File: src/rtl/gtimer64_pkg.sv
package gtimer64_pkg;

    localparam int HALF_W = 32;
    localparam int ADDR_W = 6;
    localparam int GACK_N = 4;   // compare low, compare high, step, control
    localparam int CACK_N = 2;   // count low, count high

    typedef enum logic [ADDR_W-1:0] {
        A_CNT_LO  = 6'h00,
        A_CNT_HI  = 6'h04,
        A_CNT_ACK = 6'h08,
        A_CMP_LO  = 6'h0C,
        A_CMP_HI  = 6'h10,
        A_STEP    = 6'h14,
        A_CTRL    = 6'h18,
        A_IRQ_EN  = 6'h1C,
        A_IRQ_ST  = 6'h20,
        A_ACK     = 6'h24
    } reg_addr_e;

    typedef enum logic {
        CNT_HALT  = 1'b0,
        CNT_COUNT = 1'b1
    } cnt_state_e;

    // bit 0 = compare enable, bit 1 = reload enable
    typedef enum logic [1:0] {
        CMP_OFF    = 2'b00,
        CMP_SINGLE = 2'b01,
        CMP_PARKED = 2'b10,
        CMP_REPEAT = 2'b11
    } cmp_state_e;

endpackage

File: src/rtl/gtimer64_ack.sv
module gtimer64_ack #(
    parameter int N = 4
) (
    input  logic         clk,
    input  logic         rst_n,
    input  logic [N-1:0] upd,
    input  logic [N-1:0] clr,
    output logic [N-1:0] sticky
);

    // per register: the write marks a pending flag, and the flag turns
    // into the sticky bit one clock later; a new acknowledge beats a clear
    for (genvar i = 0; i < N; i++) begin : g_bit
        logic pend_q;
        logic hold_q;

        always_ff @(posedge clk or negedge rst_n) begin
            if (!rst_n) begin
                pend_q <= 1'b0;
                hold_q <= 1'b0;
            end else begin
                pend_q <= upd[i];
                hold_q <= pend_q | (hold_q & ~clr[i]);
            end
        end

        assign sticky[i] = hold_q;
    end

endmodule

File: src/rtl/gtimer64_count.sv
module gtimer64_count
    import gtimer64_pkg::*;
#(
    parameter int HALF = HALF_W
) (
    input  logic            clk,
    input  logic            rst_n,
    input  logic            ctrl_wr,
    input  logic            run_req,
    input  logic            wr_lo,
    input  logic            wr_hi,
    input  logic [HALF-1:0] wdata,
    output logic [2*HALF-1:0] count,
    output logic            running
);

    localparam int CNT_W = 2 * HALF;

    cnt_state_e state_q, state_d;

    always_ff @(posedge clk or negedge rst_n) begin
        if (!rst_n) state_q <= CNT_HALT;
        else        state_q <= state_d;
    end

    always_comb begin
        state_d = state_q;
        unique case (state_q)
            CNT_HALT:  if (ctrl_wr &&  run_req) state_d = CNT_COUNT;
            CNT_COUNT: if (ctrl_wr && !run_req) state_d = CNT_HALT;
            default:   state_d = CNT_HALT;
        endcase
    end

    always_comb begin
        unique case (state_q)
            CNT_COUNT: running = 1'b1;
            default:   running = 1'b0;
        endcase
    end

    // a preset write wins over counting on its clock
    always_ff @(posedge clk or negedge rst_n) begin
        if (!rst_n)       count <= '0;
        else if (wr_lo)   count <= {count[CNT_W-1:HALF], wdata};
        else if (wr_hi)   count <= {wdata, count[HALF-1:0]};
        else if (running) count <= count + {{(CNT_W-1){1'b0}}, 1'b1};
    end

endmodule

File: src/rtl/gtimer64_cmp.sv
module gtimer64_cmp
    import gtimer64_pkg::*;
#(
    parameter int HALF = HALF_W
) (
    input  logic              clk,
    input  logic              rst_n,
    input  logic [2*HALF-1:0] count,
    input  logic              ctrl_wr,
    input  logic [1:0]        mode_req,
    input  logic              wr_lo,
    input  logic              wr_hi,
    input  logic              wr_step,
    input  logic [HALF-1:0]   wdata,
    input  logic              ist_clr,
    output logic [2*HALF-1:0] cmp_val,
    output logic [HALF-1:0]   step_val,
    output logic [1:0]        mode_bits,
    output logic              hit,
    output logic              ist
);

    localparam int CNT_W = 2 * HALF;

    cmp_state_e state_q, state_d;
    logic       armed;
    logic       reload;

    always_ff @(posedge clk or negedge rst_n) begin
        if (!rst_n) state_q <= CMP_OFF;
        else        state_q <= state_d;
    end

    always_comb begin
        state_d = state_q;
        unique case (state_q)
            CMP_OFF, CMP_PARKED, CMP_SINGLE, CMP_REPEAT:
                if (ctrl_wr) state_d = cmp_state_e'(mode_req);
            default: state_d = CMP_OFF;
        endcase
    end

    always_comb begin
        armed  = 1'b0;
        reload = 1'b0;
        unique case (state_q)
            CMP_SINGLE: armed = 1'b1;
            CMP_REPEAT: begin
                armed  = 1'b1;
                reload = 1'b1;
            end
            default: ;
        endcase
    end

    assign mode_bits = state_q;
    assign hit       = armed && (count == cmp_val);

    // bus writes beat the reload on the same clock
    always_ff @(posedge clk or negedge rst_n) begin
        if (!rst_n)              cmp_val <= '0;
        else if (wr_lo)          cmp_val <= {cmp_val[CNT_W-1:HALF], wdata};
        else if (wr_hi)          cmp_val <= {wdata, cmp_val[HALF-1:0]};
        else if (hit && reload)  cmp_val <= cmp_val + {{HALF{1'b0}}, step_val};
    end

    always_ff @(posedge clk or negedge rst_n) begin
        if (!rst_n)       step_val <= '0;
        else if (wr_step) step_val <= wdata;
    end

    // a match beats a clear on the same clock
    always_ff @(posedge clk or negedge rst_n) begin
        if (!rst_n)       ist <= 1'b0;
        else if (hit)     ist <= 1'b1;
        else if (ist_clr) ist <= 1'b0;
    end

endmodule

File: src/rtl/gtimer64.sv
module gtimer64
    import gtimer64_pkg::*;
#(
    parameter int HALF = HALF_W
) (
    input  logic              clk,
    input  logic              rst_n,
    input  logic              bus_wr,
    input  logic [ADDR_W-1:0] bus_addr,
    input  logic [HALF-1:0]   bus_wdata,
    output logic [HALF-1:0]   bus_rdata,
    output logic              irq
);

    localparam int CNT_W = 2 * HALF;

    logic wr_cnt_lo, wr_cnt_hi, wr_cnt_ack;
    logic wr_cmp_lo, wr_cmp_hi, wr_step, wr_ctrl;
    logic wr_ien, wr_ist, wr_ack;

    assign wr_cnt_lo  = bus_wr && (bus_addr == A_CNT_LO);
    assign wr_cnt_hi  = bus_wr && (bus_addr == A_CNT_HI);
    assign wr_cnt_ack = bus_wr && (bus_addr == A_CNT_ACK);
    assign wr_cmp_lo  = bus_wr && (bus_addr == A_CMP_LO);
    assign wr_cmp_hi  = bus_wr && (bus_addr == A_CMP_HI);
    assign wr_step    = bus_wr && (bus_addr == A_STEP);
    assign wr_ctrl    = bus_wr && (bus_addr == A_CTRL);
    assign wr_ien     = bus_wr && (bus_addr == A_IRQ_EN);
    assign wr_ist     = bus_wr && (bus_addr == A_IRQ_ST);
    assign wr_ack     = bus_wr && (bus_addr == A_ACK);

    logic [CNT_W-1:0] cnt_val;
    logic             cnt_run;
    logic [CNT_W-1:0] cmp_val;
    logic [HALF-1:0]  step_val;
    logic [1:0]       cmp_mode;
    logic             cmp_hit;
    logic             irq_st;
    logic             irq_en;
    logic [GACK_N-1:0] g_ack, g_clr;
    logic [CACK_N-1:0] c_ack, c_clr;

    gtimer64_count #(.HALF(HALF)) u_count (
        .clk     (clk),
        .rst_n   (rst_n),
        .ctrl_wr (wr_ctrl),
        .run_req (bus_wdata[0]),
        .wr_lo   (wr_cnt_lo),
        .wr_hi   (wr_cnt_hi),
        .wdata   (bus_wdata),
        .count   (cnt_val),
        .running (cnt_run)
    );

    gtimer64_cmp #(.HALF(HALF)) u_cmp (
        .clk       (clk),
        .rst_n     (rst_n),
        .count     (cnt_val),
        .ctrl_wr   (wr_ctrl),
        .mode_req  (bus_wdata[2:1]),
        .wr_lo     (wr_cmp_lo),
        .wr_hi     (wr_cmp_hi),
        .wr_step   (wr_step),
        .wdata     (bus_wdata),
        .ist_clr   (wr_ist && bus_wdata[0]),
        .cmp_val   (cmp_val),
        .step_val  (step_val),
        .mode_bits (cmp_mode),
        .hit       (cmp_hit),
        .ist       (irq_st)
    );

    assign g_clr = wr_ack ? {bus_wdata[16], bus_wdata[2], bus_wdata[1], bus_wdata[0]}
                          : '0;
    assign c_clr = wr_cnt_ack ? bus_wdata[1:0] : '0;

    gtimer64_ack #(.N(GACK_N)) u_gack (
        .clk    (clk),
        .rst_n  (rst_n),
        .upd    ({wr_ctrl, wr_step, wr_cmp_hi, wr_cmp_lo}),
        .clr    (g_clr),
        .sticky (g_ack)
    );

    gtimer64_ack #(.N(CACK_N)) u_cack (
        .clk    (clk),
        .rst_n  (rst_n),
        .upd    ({wr_cnt_hi, wr_cnt_lo}),
        .clr    (c_clr),
        .sticky (c_ack)
    );

    always_ff @(posedge clk or negedge rst_n) begin
        if (!rst_n)      irq_en <= 1'b0;
        else if (wr_ien) irq_en <= bus_wdata[0];
    end

    assign irq = irq_st & irq_en;

    always_comb begin
        bus_rdata = '0;
        case (bus_addr)
            A_CNT_LO:  bus_rdata = cnt_val[HALF-1:0];
            A_CNT_HI:  bus_rdata = cnt_val[CNT_W-1:HALF];
            A_CNT_ACK: bus_rdata[CACK_N-1:0] = c_ack;
            A_CMP_LO:  bus_rdata = cmp_val[HALF-1:0];
            A_CMP_HI:  bus_rdata = cmp_val[CNT_W-1:HALF];
            A_STEP:    bus_rdata = step_val;
            A_CTRL:    bus_rdata[2:0] = {cmp_mode, cnt_run};
            A_IRQ_EN:  bus_rdata[0] = irq_en;
            A_IRQ_ST:  bus_rdata[0] = irq_st;
            A_ACK: begin
                bus_rdata[2:0] = g_ack[2:0];
                bus_rdata[16]  = g_ack[3];
            end
            default:   bus_rdata = '0;
        endcase
    end

endmodule

File: config.mk
export PLATFORM = sky130hd
export DESIGN_NAME = gtimer64
export DESIGN_NICKNAME = d
export VERILOG_FILES = /design/src/rtl/gtimer64_pkg.sv /design/src/rtl/gtimer64_ack.sv /design/src/rtl/gtimer64_count.sv /design/src/rtl/gtimer64_cmp.sv /design/src/rtl/gtimer64.sv
export SDC_FILE = /design/constraint.sdc
export NUM_CORES = 1
export LEC_CHECK = 0
export ABC_AREA = 0
export ABC_CLOCK_PERIOD_IN_PS = 7400
export BUFFER_PORTS_ARGS = -buffer_cell sky130_fd_sc_hd__buf_4
export CAP_MARGIN = 0
export CELL_PAD_IN_SITES_DETAIL_PLACEMENT = 2
export CELL_PAD_IN_SITES_GLOBAL_PLACEMENT = 2
export CORE_MARGIN = 2
export CORE_UTILIZATION = 42
export CTS_CLUSTER_SIZE = 24
export DETAILED_ROUTE_END_ITERATION = 8
export GPL_ROUTABILITY_DRIVEN = 0
export PLACE_DENSITY_LB_ADDON = 0.1
export SKIP_CTS_REPAIR_TIMING = 1
export SYNTH_ARGS = -nofsm -noshare
export SYNTH_HDL_FRONTEND = slang
export SYNTH_HIERARCHICAL = 1
export SYNTH_SLANG_ARGS = --single-unit
File: constraint.sdc
create_clock -name clk -period 7.4 [get_ports clk]
set_input_delay 0.74 -clock clk [delete_from_list [all_inputs] [get_ports clk]]
set_output_delay 0.74 -clock clk [all_outputs]
set_load 0.05 [all_outputs]
# Word level (Yosys, flattened, before mapping)

Cells that the tools add are included.

Add/sub/neg operators: 2
Multipliers: 0
Div/mod/pow operators: 0
Order comparisons: 0
Equality and inequality tests: 16
Shifts and indexed selects: 0
Multiplexer cells: 24
Bitwise logic cells: 22
Reduce and logical (&&, ||, !) cells: 29

Operators by type and width:

| kind                                                                  | number |
|---|---|
| 64-bit two-way mux                                                    | 4 |
| 15-bit one-hot mux with 5 select lines                                | 1 |
| 13-bit one-hot mux with 5 select lines                                | 1 |
| 64-bit by 1-bit adder with 64-bit output, second input constant       | 1 |
| 64-bit by 32-bit adder with 64-bit output                             | 1 |
| 64-bit equality test                                                  | 1 |
| 32-bit two-way mux                                                    | 2 |
| 6-bit by 5-bit equality test with 1-bit output, second input constant | 4 |
| 1-bit logical AND                                                     | 15 |
| 6-bit by 4-bit equality test with 1-bit output, second input constant | 2 |
| 6-bit equality test, second input constant                            | 2 |
| 1-bit one-hot mux with 10 select lines                                | 1 |
| 2-bit nonzero test                                                    | 5 |
| 1-bit inverter                                                        | 9 |
| 1-bit one-hot mux with 8 select lines                                 | 1 |
| 2-bit AND reduction                                                   | 4 |
| 1-bit bitwise AND                                                     | 7 |
| 1-bit two-way mux                                                     | 7 |
| 1-bit one-hot mux with 7 select lines                                 | 1 |
| 6-bit by 3-bit equality test with 1-bit output, second input constant | 1 |
| 6-bit zero test                                                       | 1 |
| 2-bit two-way mux                                                     | 3 |
| 1-bit bitwise OR                                                      | 6 |
| 1-bit one-hot mux with 6 select lines                                 | 1 |
| 10 further kinds                                                      | 12 |

Register bits after elaboration: 177
Latch bits: 0
Memory bits (writable): 0
Memory bits (read-only): 0
Bits of input ports: 41
Logic and storage cells: 114
Memories kept: 0

# Longest topological paths before layout

Gate-level depths: netlist of run 1.

Word-level depth: 8
Mapped depth: 13

# Hierarchy

The synthesis of run 1 kept the hierarchy.

Modules (own cells, without submodules):

| module                | times used | cells each | area each (um^2) | sequential area each (um^2) |
|---|---|---|---|---|
| gtimer64_cmp          | 1          | 818        | 7292.0           | 2477.4 |
| gtimer64_count        | 1          | 530        | 4441.8           | 1626.6 |
| gtimer64              | 1          | 187        | 1169.9           | 25.0 |
| gtimer64_ack (u_gack) | 1          | 20         | 275.3            | 200.2 |
| gtimer64_ack (u_cack) | 1          | 10         | 137.6            | 100.1 |

# Least setup slack after synthesis of run 1

No wires, ideal clock.

Path kind: input -> register
Start: in bus_addr[1]
End: reg u_count.count[56]
Arrival: 3.182 ns
Setup slack: 4.087 ns
Cell stages on the path: 11
Path through: nor4b_2 -> nor3b_2 -> buf_2 -> and2_1 -> clkbuf_1 -> clkinv_1 -> nand2_1 -> clkbuf_1 -> nor2_1 -> and4_2 -> or3_1

Cells in the longest elaborated chain, start to end: 4

Ends and longest elaborated chain:

| what                                             | line                 | text |
|---|---|---|
| start, declared                                  | gtimer64.sv:9        | `input logic [ADDR_W-1:0] bus_addr,` |
| 6-bit by 3-bit equality test with 1-bit output * | gtimer64.sv:22       | `assign wr_cnt_hi = bus_wr && (bus_addr == A_CNT_HI);` |
| 1-bit logical AND *                              | gtimer64.sv:22       |  |
| net wr_cnt_hi                                    | gtimer64.sv:17       | `logic wr_cnt_lo, wr_cnt_hi, wr_cnt_ack;` |
| 2-bit nonzero test (no line)                     | -                    |  |
| 2-bit AND reduction (no line)                    | -                    |  |
| end signal, assigned                             | gtimer64_count.sv:45 | `else if (wr_lo) count <= {count[CNT_W-1:HALF], wdata};` |
| end signal, assigned                             | gtimer64_count.sv:46 | `else if (wr_hi) count <= {wdata, count[HALF-1:0]};` |
| end signal, assigned                             | gtimer64_count.sv:47 | `else if (running) count <= count + {{(CNT_W-1){1'b0}}, 1'b1};` |
| end, declared                                    | gtimer64_count.sv:13 | `output logic [2*HALF-1:0] count,` |

The timed path passes the listed nets; every way through them passes the cells marked *. The select of a mux whose other input is x is not followed.
A chain may end at the register's enable or synchronous reset.

# Worst setup path in the final report of run 1

Start: in bus_addr[1]
End: reg u_cmp.cmp_val[60]

Cells in the longest elaborated chain, start to end: 4

Ends and longest elaborated chain:

| what                                             | line               | text |
|---|---|---|
| 6-bit by 5-bit equality test with 1-bit output * | gtimer64.sv:25     | `assign wr_cmp_hi = bus_wr && (bus_addr == A_CMP_HI);` |
| 1-bit logical AND *                              | gtimer64.sv:25     |  |
| net wr_cmp_hi                                    | gtimer64.sv:18     | `logic wr_cmp_lo, wr_cmp_hi, wr_step, wr_ctrl;` |
| 2-bit nonzero test (no line)                     | -                  |  |
| 2-bit AND reduction (no line)                    | -                  |  |
| end signal, assigned                             | gtimer64_cmp.sv:62 | `else if (wr_lo) cmp_val <= {cmp_val[CNT_W-1:HALF], wdata};` |
| end signal, assigned                             | gtimer64_cmp.sv:63 | `else if (wr_hi) cmp_val <= {wdata, cmp_val[HALF-1:0]};` |
| end signal, assigned                             | gtimer64_cmp.sv:64 | `else if (hit && reload) cmp_val <= cmp_val + {{HALF{1'b0}}, step_val};` |
| end, declared                                    | gtimer64_cmp.sv:16 | `output logic [2*HALF-1:0] cmp_val,` |

Marked as above.

==> reports/metrics.cfg, run 1 <==
[detailed_routing]
drt_first_iter_violations = 1377
drc_errors = 0
drt_pass1_iterations = 6
ant_nets = 0
post_drt_wl_per_cell_um = 31.13
via_count = 13880
routed_wl_um = 62040
avgViaCountPerCell = 6.962

[outcome]
outcome = finished clean

[power_and_ir_drop]
pwr-share-seq = 0.447
p_sw_uw = 1297
report.power.total_uw = 3216
clockPowerShare = 0.290
combinationalPowerShare = 0.263
power_leakage_uw = 0.006045
swShare = 0.4033
ir_drop_v = 0.0001737
power_density_mw_per_mm2 = 219.2
p_int_uw = 1919

[floorplan]
initial_utilization = 0.4236
fp.dieH_um = 181.9
dieArea_mm2 = 0.03310
ioPinCount = 74
num_rows = 65
core_area_mm2 = 0.03139
die_w_um = 181.9

[global_routing]
grt_start_max_net_pins = 105
grt_pass1_wl_um = 92530
grt_util_all_layers = 0.3754
grt_antenna_before_repair = 1
overflow = 0
grt_pass1_vias = 14280

[sta]
worstMarginPinSlew_ps = 1172
relSlewSlack = 0.2184
max_freq_mhz = 199.0
whs_ps = 303.6
tns_ps = 0
fin_skew_ps = 16.26
fin_crit_ps = 5024
hold_viol_final = 0
post-route-period-util = 0.6790
setup_viol = 0
slew_violations = 0
rsz0062_at_grt = false

[setup_path]
crit_path_end_kind = flip-flop
required_ps = 7760
path_max_fanout = 32
startpoint_type = primary input
crit_arrival_ps = 5390
critPathKind = in2reg

[yosys]
synth_cells = 1561
syn_nets = 1638
synth_area_mm2 = 0.01330
synth_warnings = 6
post_synth.cell_area_avg_um2 = 8.520

[clock_tree]
clock_sinks = 177
cts-root-buf = clkbuf_16
htree_levels = 4
cts_tree = yes
cts_buffers = 17
clk_pin_slew_ps = 70
cts_buffer_depth = 2
clock_latency_ps = 480

[hold_path]
worstHoldPathType = in2async

[run]
drv_cap = 0

[finish]
area_growth_pct = 10.28
final_cells = 1993
final_nets = 1654
drive_gt1_frac = 0.1283

[placed_design]
dp_hpwl_um = 45450
placedCellCount = 1960
numPortBuffers = 73

per-layer routing:
layer / wire, um / track usage / share of wire / up-vias
met1: 25850 / 0.4942 / 0.42 / 7189
met2: 29060 / 0.6055 / 0.47 / 660
met4: 3035 / 0.1871 / 0.049 / 2
met3: 4085 / 0.05435 / 0.066 / 135
met5: 11 / 0 / 0.00018 / -
li1: - / - / - / 5889
final timing paths:
path | slack [ps] | startpoint | endpoint | cells past startpoint
worst max-delay path | 2380 | bus_addr[1] | u_cmp/cmp_val[60]$_DFFE_PN0P_ | 10
worst min-delay path | 300 | rst_n | u_cmp/cmp_val[6]$_DFFE_PN0P_ | 1
worst max register to register | 2960 | u_cmp/cmp_val[0]$_DFFE_PN0P_ | u_cmp/cmp_val[56]$_DFFE_PN0P_ | 12
worst min register to register | 440 | u_cack/g_bit[1].pend_q$_DFF_PN0_ | u_cack/g_bit[1].hold_q$_DFF_PN0_ | 1
max in group asynchronous | 5460 | rst_n | u_count/count[60]$_DFFE_PN0P_ | 2
min in group clk | 440 | u_cack/g_bit[1].pend_q$_DFF_PN0_ | u_cack/g_bit[1].hold_q$_DFF_PN0_ | 1
registers in the layout (all words and copies together) (netlist names), named ones only:
register / cells
u_cack/g_bit.hold_q: 2
u_cmp/mode_bits: 2
u_gack/g_bit.hold_q: 4
u_cmp/ist: 1
u_cmp/step_val: 32
u_cmp/cmp_val: 64
u_gack/g_bit.pend_q: 4
u_cack/g_bit.pend_q: 2
irq_en: 1
u_count/count: 64
power groups by stage:
stage                     Sequential (uW)  Clock, uW  Combinational, uW
after floorplan                      1280          0                567
after global placement               1440          0                765
after detailed placement             1450          0                809
after CTS                            1430        947                825
after global routing                 1450        973                908
final                                1440        932                845
critical path, stage by stage:
cell and delay [ps]:
buf_4 130, or4_4 580, nor2_2 130, buf_4 350, and2_1 790, clkinv_1 880, nor2_1 1140, or3_1 250
o21ai_0 100, a221oi_1 280
layout by cell type (no fill, tap or decap), types with 38 or more instances in the layout:
master and instances:
nand2_1 164, a21oi_1 70, xor2_1 38, and3_1 38
o21ai_0 84, nand4_1 54, xnor2_1 67, buf_4 91
nor2_1 95, nand3_1 91, inv_1 45, dfrtp_1 177
a22oi_1 72
layout make-up:
cell class                 instances  area (um2)
antenna                            1       2.502
multi-input combinational       1241        8287
fill                            3501       16730
inverter                          48       180.2
tap                              402       503.0
clock buffer                      18       439.2
clock inverter                    14       128.9
timing repair buffer              92       696.9
sequential                       177        4429
metrics by stage:
step / area, um2 / util / worst slack (ps)
after global routing: 14660 / 0.4671 / 2051
final: 14670 / 0.4672 / 2376
after global placement: 14100 / 0.4490 / 2270
after detailed placement: 14100 / 0.4490 / 2097
after floorplan: 13300 / - / 4087
after CTS: 14660 / 0.4671 / 2547
Note: power is estimated with default switching activity, not from simulation.
==> inputs of run 2 (changes only) <==
Settings changed: ABC_CLOCK_PERIOD_IN_PS 7400 to 4500, CORE_UTILIZATION 42 to 35.
Clock period 7.4 ns to 4.5 ns, I/O delays scaled along.
==> reports/metrics.cfg, run 2 (synthesized netlist as in run 1, its figures left out) <==
[finish]
seqCellArea_mm2 = 0.004429
final_nets = 1678
mostFrequentLayoutCells = dfrtp_1 (177), nand2_1 (164), buf_4 (113)
mostFrequentLayoutCell = dfrtp_1
multi_input_area_mm2 = 0.008287
fin_area_mm2 = 0.01507
reg_top3 = u_cmp/cmp_val: 64 flops, u_count/count: 64 flops, u_cmp/step_val: 32 flops
fillerInstances = 4255
drive_gt1_frac = 0.1406
area_growth_pct = 13.31

[floorplan]
initial_utilization = 0.3539
core_area_mm2 = 0.03758
ioPinCount = 74
die_w_um = 198.9
num_rows = 71
fp.dieH_um = 198.9
dieArea_mm2 = 0.03957

[clock_tree]
cts_tree = yes
clock_sinks = 177
cts_buffer_depth = 2
htree_levels = 4
clock_latency_ps = 510
clk_pin_slew_ps = 70
cts_buffers = 17
cts-root-buf = clkbuf_16

[sta]
max_freq_mhz = 249.0
worstMarginPinSlew_ps = 1080
fin_skew_ps = 16.47
rsz0062_at_grt = false
setup_viol = 0
hold_viol_final = 0
post-route-period-util = 0.8926
relSlewSlack = 0.2803
tns_ps = 0
slew_violations = 0
fin_crit_ps = 4017

[outcome]
outcome = finished clean

[detailed_routing]
drc_errors = 0
drt_first_iter_violations = 1203
via_count = 13680
post_drt_wl_per_cell_um = 30.30
drt_pass1_iterations = 5
ant_nets = 0
routed_wl_um = 64420
avgViaCountPerCell = 6.434

[global_routing]
grt_util_all_layers = 0.3341
overflow = 0
grt_pass1_wl_um = 95650
grt_pass1_vias = 13870
grt_start_max_net_pins = 106
grt_antenna_before_repair = 0

[power_and_ir_drop]
ir_drop_v = 0.0002781
power_leakage_uw = 0.006199
power_density_mw_per_mm2 = 364.4

[setup_path]
required_ps = 4920
cpPeakStageDelay_ps = 500
startpoint_type = flip-flop
crit_chain = ha_1 > inv_1 > fa_1 > nor2b_1 > o211ai_1 > a31oi_1 > a31oi_1 > o21ai_1 > o2bb2ai_1 > nand3_2 > or3_1 > a221oi_2
crit_slowest_cell = o2bb2ai_1
crit_path_end_kind = flip-flop
path_max_fanout = 12
crit_arrival_ps = 4430
critPathKind = reg2reg
cpMostUsedCell = a31oi_1

[placed_design]
placed_area_mm2 = 0.01444
numPortBuffers = 73
dp_hpwl_um = 48050

[hold_path]
worstHoldPathType = in2async

[run]
drv_cap = 0

[run 2: path summary, 6_finish.rpt]
check,start,endpoint,slack [ps],cells past startpoint
max in group asynchronous,rst_n,u_count/count[52]$_DFFE_PN0P_,3300,2
min reg2reg,u_gack/g_bit[0].pend_q$_DFF_PN0_,u_gack/g_bit[0].hold_q$_DFF_PN0_,430,1
max,u_cmp/cmp_val[0]$_DFFE_PN0P_,u_cmp/cmp_val[56]$_DFFE_PN0P_,480,12
min,rst_n,u_cmp/step_val[5]$_DFFE_PN0P_,50,1
max reg2reg,u_cmp/cmp_val[0]$_DFFE_PN0P_,u_cmp/cmp_val[56]$_DFFE_PN0P_,480,12
min in group clk,bus_wdata[31],u_count/count[31]$_DFFE_PN0P_,240,2
[run 2: critical path, delay by kind of cell, from the launching register on]
family | cells | cell delay [ps]
buf+inv | 1 | 60
fa+ha+maj | 2 | 630
flops | 1 | 430
compound gates | 6 | 1830
simple gates | 3 | 970
[run 2: metrics by stage]
stage          hold WS, ps  std cells  worst slack (ps)  total power (uW)    util
4_1_cts              103.0       2125             551.4              5499  0.4010
5_1_grt              146.6       2125             180.8              5727  0.4010
6_report             53.86       2126             483.4              5491  0.4010
3_5_place_dp         419.7       2093             606.6              3765  0.3842
2_1_floorplan        154.4       1561              1477              3041       -
3_3_place_gp         407.8       2093             724.1              3702  0.3842
[run 2: where the power goes]
| part | total [uW] | leakage, uW | switching, uW | internal, uW |
|---|---|---|---|---|
| Sequential | 2300 | 0.00224 | 480 | 1820 |
| Clock | 1710 | 0.000307 | 765 | 944 |
| Combinational | 1480 | 0.00365 | 902 | 583 |
| Total | 5490 | 0.00620 | 2150 | 3340 |
[run 2: area by class of cell]
class                           instances  share of cell area
Clock buffer                           19             0.02939
Tap cell                              511             0.04243
Antenna cell                            1           0.0001661
Clock inverter                         13             0.01237
Multi-Input combinational cell       1241              0.5499
Timing Repair Buffer                  116             0.05986
Sequential cell                       177              0.2939
Inverter                               48             0.01196
[run 2: metal layers]
metal | vias to the layer above | GRT usage | routed length (um)
met4 | 0 | 0.1476 | 2578
li1 | 5938 | - | -
met2 | 498 | 0.5330 | 29810
met3 | 100 | 0.04476 | 3441
met1 | 7142 | 0.4514 | 28590
met5 | - | 0 | 0
